<file path="src/rtl/chain_msub.sv">
module chain_msub #(
  parameter int AW = 8,
  parameter int BW = 8,
  parameter int CW = 8,
  parameter int DW = 8,
  parameter int EW = 8,
  parameter int FW = 8,
  parameter int GW = 8,
  parameter int TRUNC_W = 0,
  localparam int M1  = AW + BW,
  localparam int P1W = ((M1 > CW) ? M1 : CW) + 1,
  localparam int M2  = P1W + DW,
  localparam int P2F = ((M2 > EW) ? M2 : EW) + 1,
  localparam int P2W = (TRUNC_W == 0) ? P2F : TRUNC_W,
  localparam int M3  = P2W + FW,
  localparam int P3F = ((M3 > GW) ? M3 : GW) + 1,
  localparam int P3W = (TRUNC_W == 0) ? P3F : TRUNC_W,
  localparam int M4  = P2W + P1W,
  localparam int P4W = ((M4 > P3W) ? M4 : P3W) + 1
) (
  input  logic                  clk,
  input  logic                  rst,
  input  logic                  valid_in,
  input  logic signed [AW-1:0]  a_i,
  input  logic signed [BW-1:0]  b_i,
  input  logic signed [CW-1:0]  c_i,
  input  logic signed [DW-1:0]  d_i,
  input  logic signed [EW-1:0]  e_i,
  input  logic signed [FW-1:0]  f_i,
  input  logic signed [GW-1:0]  g_i,
  output logic                  valid_out,
  output logic signed [P1W-1:0] p1_o,
  output logic signed [P2W-1:0] p2_o,
  output logic signed [P3W-1:0] p3_o,
  output logic signed [P4W-1:0] p4_o
);
  localparam int SH2 = P2F - P2W;
  localparam int SH3 = P3F - P3W;

  logic v1, v2, v3;
  logic signed [P1W-1:0] p1_1, p1_2, p1_3;
  logic signed [P2W-1:0] p2_2, p2_3;
  logic signed [P3W-1:0] p3_3;
  logic signed [DW-1:0]  d1;
  logic signed [EW-1:0]  e1;
  logic signed [FW-1:0]  f1, f2;
  logic signed [GW-1:0]  g1, g2;

  wire signed [P1W-1:0] p1_n  = P1W'(a_i) * P1W'(b_i) - P1W'(c_i);
  wire signed [P2F-1:0] p2f_n = P2F'(p1_1) * P2F'(d1) - P2F'(e1);
  wire signed [P2W-1:0] p2_n  = P2W'(p2f_n >>> SH2);
  wire signed [P3F-1:0] p3f_n = P3F'(p2_2) * P3F'(f2) - P3F'(g2);
  wire signed [P3W-1:0] p3_n  = P3W'(p3f_n >>> SH3);
  wire signed [P4W-1:0] p4_n  = P4W'(p2_3) * P4W'(p1_3) - P4W'(p3_3);

  always_ff @(posedge clk) begin
    if (rst) begin
      v1 <= 1'b0; v2 <= 1'b0; v3 <= 1'b0; valid_out <= 1'b0;
      p1_1 <= '0; d1 <= '0; e1 <= '0; f1 <= '0; g1 <= '0;
      p2_2 <= '0; p1_2 <= '0; f2 <= '0; g2 <= '0;
      p3_3 <= '0; p2_3 <= '0; p1_3 <= '0;
      p1_o <= '0; p2_o <= '0; p3_o <= '0; p4_o <= '0;
    end else begin
      v1 <= valid_in;
      v2 <= v1;
      v3 <= v2;
      valid_out <= v3;
      if (valid_in) begin
        p1_1 <= p1_n; d1 <= d_i; e1 <= e_i; f1 <= f_i; g1 <= g_i;
      end
      if (v1) begin
        p2_2 <= p2_n; p1_2 <= p1_1; f2 <= f1; g2 <= g1;
      end
      if (v2) begin
        p3_3 <= p3_n; p2_3 <= p2_2; p1_3 <= p1_2;
      end
      if (v3) begin
        p4_o <= p4_n; p3_o <= p3_3; p2_o <= p2_3; p1_o <= p1_3;
      end
    end
  end


  latency_fwd_chk: assert property (@(posedge clk) disable iff (rst)
    valid_in |-> ##4 valid_out);


  latency_back_chk: assert property (@(posedge clk) disable iff (rst)
    valid_out |-> $past(valid_in, 4));


  hold_idle_chk: assert property (@(posedge clk) disable iff (rst)
    !valid_out |-> ($stable(p1_o) && $stable(p2_o) && $stable(p3_o) && $stable(p4_o)));


  p4_reuse_chk: assert property (@(posedge clk) disable iff (rst)
    valid_out |-> (p4_o == (P4W'(p2_o) * P4W'(p1_o) - P4W'(p3_o))));


  reset_clear_chk: assert property (@(posedge clk)
    rst |=> (!valid_out && p4_o == '0 && p1_o == '0));
endmodule

</file>
<file path="config.mk">
export PLATFORM = sky130hd
export DESIGN_NAME = chain_msub
export DESIGN_NICKNAME = d
export VERILOG_FILES = /design/src/rtl/chain_msub.sv
export SDC_FILE = /design/constraint.sdc
export NUM_CORES = 2
export LEC_CHECK = 0
export CAP_MARGIN = 20
export CELL_PAD_IN_SITES_DETAIL_PLACEMENT = 2
export CELL_PAD_IN_SITES_GLOBAL_PLACEMENT = 2
export CORE_MARGIN = 1
export CORE_UTILIZATION = 41
export CTS_CLUSTER_SIZE = 20
export DETAILED_ROUTE_END_ITERATION = 8
export GPL_TIMING_DRIVEN = 0
export PLACE_DENSITY = 0.93
export SLEW_MARGIN = 0
export SYNTH_ARGS = -nofsm -noshare
export SYNTH_HDL_FRONTEND = slang
export SYNTH_SLANG_ARGS = --single-unit
</file>
<file path="constraint.sdc">
create_clock -name clk -period 9.4 [get_ports clk]
set_input_delay 1.88 -clock clk [delete_from_list [all_inputs] [get_ports clk]]
set_output_delay 1.88 -clock clk [all_outputs]
set_load 0.02 [all_outputs]
</file>
Word level (Yosys, flattened, before mapping)
Index checks and enable logic that the tools add are counted.
Widths: inputs -> output; s select.
- add/subtract/negate cells: 4
- multipliers: 4
- operators with widths (operator ; number):
    $sub 43x35->44 ; 1
    $mul 26x17->43 ; 1
    $sub 34x8->35 ; 1
    $mul 26x8->34 ; 1
    $sub 25x8->26 ; 1
    $mul 17x8->25 ; 1
    $sub 16x8->17 ; 1
    $mul 8x8->16 ; 1
- output and inout bits: 123
- input port bits: 59
- register bits after elaboration: 312
- word-level logic and storage cells: 28

Logic depth before layout (Yosys ltp)
- word-level depth: 2
- gate-level depth with buffers: 26

Least setup slack after synthesis
No wires, ideal clock.
- kind: register to register
- from: register p2_3[10]
- to: register p4_o[30]
- library setup time: 0.122 ns
- cell stages (with the launch flop): 22
- arrival time: 6.407 ns
- path slack: 2.871 ns
- required time: 9.278 ns
- buffers on the path: 2
- cells stage by stage: dfxtp_1 -> clkbuf_1 -> clkbuf_1 -> nand2_1 -> fa_1 -> fa_1 -> fa_1 -> inv_1 -> fa_1 -> fa_1 -> inv_1 -> fa_1 -> inv_1 -> ha_1 -> and3_1 -> or4b_4 -> a2111oi_4 -> nor3_2 -> o32ai_2 -> a221oi_1 -> and4_1 -> a311o_1
- cells in the longest elaborated chain, start to end: 2
- RTL lines (item ; line ; text):
    from (decl) ; 42 ; logic signed [P2W-1:0] p2_2, p2_3;
    from (signal assigned) ; 75 ; p3_3 <= p3_n; p2_3 <= p2_2; p1_3 <= p1_2;
    $mul 26x17->43 ; 54 ; wire signed [P4W-1:0] p4_n = P4W'(p2_3) * P4W'(p1_3) - P4W'(p3_3);
    $sub 43x35->44 ; 54 ;
    to (signal assigned) ; 78 ; p4_o <= p4_n; p3_o <= p3_3; p2_o <= p2_3; p1_o <= p1_3;
    to (decl) ; 35 ; output logic signed [P4W-1:0] p4_o
Every way passes these cells.
A chain may end at the register's enable or synchronous reset.

Worst setup path in the final report
- from: register p2_3[13]
- to: register p4_o[38]
The elaborated chain is that of the path after synthesis.

==> flow_metrics.env <==
export IMPL_status="complete, but fails checks"
export IMPL_violations="setup timing"
export IMPL_peakVddDrop_mv=0.146
export IMPL_ys_top_cells_by_area="fa_1 39%, dfxtp_1 14%, ha_1 8.3%"
export IMPL_avgRoutedWirePerCell_um=39.5
export IMPL_slew_headroom=0.135
export IMPL_ys_seq_area_frac=0.141
export IMPL_yosysWarningCount=0
export IMPL_antenna_left=0
export IMPL_io_pins=182
export IMPL_max_cap_violations=0
export IMPL_synth_cell_type_count=71
export IMPL_setup_ws_ns=-0.195
export IMPL_coreArea_mm2=0.107
export IMPL_max_freq_mhz=104
export IMPL_critical_path_class="reg2reg"
export IMPL_post_route_min_period_ns=9.59
export IMPL_finClkSkew_ns=0.0446
export IMPL_routed_wl_mm=256
export IMPL_power_leakage_nw=22.6
export IMPL_track_usage=0.447
export IMPL_clock_sinks=312
export IMPL_worst_path_buf_inv=7
export IMPL_critPathTopFamily="adder cells"
export IMPL_die_w_um=330
export IMPL_portBuffers=178
export IMPL_die_area_mm2=0.109
export IMPL_rsz0062_at_grt="yes"
export IMPL_final_util=0.463
export IMPL_clock_path_buffers=3
export IMPL_gp_congestion=0.904
export IMPL_vias=41700
export IMPL_critPathCaptureType="register"
export IMPL_reg2reg_setup_slack_ns=-0.19
export IMPL_regToRegEndpoint="p4_o[38]"
export IMPL_firstDrtPassIters=6
export IMPL_synthArstFlopShare=0
export IMPL_post_synth_cell_area_avg_um2=9.24
export IMPL_grt_pass1_vias=48500
export IMPL_power_density_mw_per_mm2=193
export IMPL_clk_pin_slew_ns=0.12
export IMPL_synth_edff_count=0
export IMPL_critPathMaxStageDelay_ns=0.75
export IMPL_design_area_mm2=0.0496
export IMPL_clk_root_buffer_cell="clkbuf_16"
export IMPL_yosys_area_top_type="fa_1"
export IMPL_final_setup_tns_ns=-0.634
export IMPL_layout_nets=6244
export IMPL_min_path_cells=2
export IMPL_hold_violations=0
export IMPL_worst_pin_slew_ns=1.30
export IMPL_maxSlewViolCount=0
export IMPL_via_per_inst=6.45
export IMPL_h_tree_depth=2
export IMPL_std_cell_rows=120
export IMPL_post_route_period_util=1.02
export IMPL_ff2ff_path_depth=23
export IMPL_critPathMaxFanout=10
export IMPL_clock_latency_ns=0.69
export IMPL_holdWs_ns=0.504
export IMPL_synth_top_cell_area_share=0.393
export IMPL_reg2reg_from="p2_3[13]"
export IMPL_finalSetupViolCount=5
export IMPL_path_cells="clkbuf_1, clkbuf_1, nand2_1, fa_1, fa_1, fa_1, fa_1, inv_1, fa_1, inv_1, fa_1, inv_1, ha_1, clkbuf_1, inv_1, nor3_1, a21oi_1, o22ai_1, o311ai_2, o21bai_2, a31oi_1, o21ai_0, o311ai_0"
export IMPL_drive_gt1_frac=0.0245
export IMPL_antenna_found_initial=27
export IMPL_ys_ff_latch=312
export IMPL_grt_max_degree=24
export IMPL_finalPower_w=0.00957
export IMPL_cpMostUsedCell="fa_1"
export IMPL_hold_buffers=0
export IMPL_cts_made_buffers=40
export IMPL_required_ns=9.90
export IMPL_mappedNetlistArea_mm2=0.0442
export IMPL_initial_core_util=0.413
export IMPL_setup_worst_path_start_class="register"
export IMPL_post_dp_cell_area_mm2=0.0479
export IMPL_yosysMostFrequentCell="inv_1"
export IMPL_yosys_top_cells_count="938 x inv_1, 868 x fa_1, 520 x nand2_1, 354 x nor2_1, 322 x and2_1"
export IMPL_hold_path_class="reg2reg"
export IMPL_grt_pass1_wl_mm=345
export IMPL_drc_errors=0
export IMPL_areaGrowthSynthToFinish_pct=12.2
export IMPL_cp_slowest_cell="fa_1"
export IMPL_worst_ep_arrival_time_ns=10.10
export IMPL_ys_flop_type="dfxtp_1"
export IMPL_syn_num_nets=6008
export IMPL_cts_tree="built"
export IMPL_overflow=0
export IMPL_drtIter0Drc=3900
export IMPL_dp_hpwl_mm=166
export IMPL_die_y_um=330
export IMPL_synthesis_instances=4787
export IMPL_holdCritStartpoint="p4_o[11]"
export IMPL_hold_path_end="p4_o[11]"
[layer usage]
| metal | global-route usage | wire [µm] |
|---|---|---|
| met5 | 0 | 195 |
| met4 | 0.410 | 30400 |
| met3 | 0.142 | 27700 |
| met2 | 0.722 | 116000 |
| met1 | 0.463 | 81400 |
[power breakdown]
group / total (W) / switching (W) / internal (W)
Clock: 0.00186 / 0.000884 / 0.000974
Combinational: 0.00617 / 0.00404 / 0.00213
Sequential: 0.00154 / 0.000105 / 0.00143
Total: 0.00957 / 0.00503 / 0.00454
[placed cells by master (no fill, tap or decap), types with 21 or more instances in the layout]
cell type	instances
clkbuf_16	40
clkbuf_1	223
mux2i_1	262
clkdlybuf4s50_1	178
nand2_1	520
nand2b_1	71
a211oi_1	22
buf_1	35
dfxtp_1	309
ha_1	294
nor3_1	28
inv_1	938
fa_1	868
a21oi_1	89
o21ai_0	47
nor2_1	354
xor2_1	21
and2_1	322
a21o_1	51
xnor2_1	82
nand3_1	30
[per-stage QoR]
step / cells / setup slack (ns)
6_report: 6472 / -0.195
5_1_grt: 6458 / -0.0564
4_1_cts: 6447 / 0.209
3_5_place_dp: 6373 / 0.330
3_3_place_gp: 6368 / 1.12
2_1_floorplan: 4787 / 2.87
[layout make-up]
class                      instances  area, µm²
timing repair buffer             199       2160
sequential                       312       6250
inverter                         938       3520
fill                           11300      57400
clock buffer                      51       1120
tap                             1403       1760
clock inverter                    23        295
buffer                           260        982
multi-input combinational       3272      33500
antenna                           14       35.0
[kinds of logic after synthesis]
group                      share of synthesized area
AOI/OAI and AO/OA                             0.0509
xor gates and xnor gates                      0.0204
adders and majority gates                      0.476
buffers and inverters                          0.102
DFF                                            0.141
muxes                                         0.0593
and+or+nand+nor                                0.150
[worst min-delay path: stages, from the launching register on]
cell and delay [ns]:
dfxtp_1 0.33, mux2i_1 0.07, nor2_1 0.08
[worst max-delay path by stage]
stage,startpoint,endpoint,slack [ns],depth (start not counted)
6_report,p2_3[13],p4_o[38],-0.19,23
5_1_grt,p1_3[3],p4_o[38],-0.06,26
4_1_cts,p1_3[3],p4_o[38],0.21,22
3_5_place_dp,p1_3[4],p4_o[34],0.33,21
3_3_place_gp,p1_3[3],p4_o[34],1.12,21
2_1_floorplan,p2_3[10],p4_o[30],2.87,21
[sequential cells by signal, indices dropped and copies added (netlist names), 17 cells and up]
register and cells:
p1_1 17, p1_3 17, p4_o 44, p3_o 35, p1_2 17, p2_2 26
p2_3 26, p1_o 17, p3_3 35, p2_o 26
[what timing repair did]
| action | in CTS | in global routing |
|---|---|---|
| resized for setup | 1 | 11 |
| setup buffers | 0 | 0 |
| setup endpoints to repair | 3 | 13 |
Power figures use the tool's default switching activity.
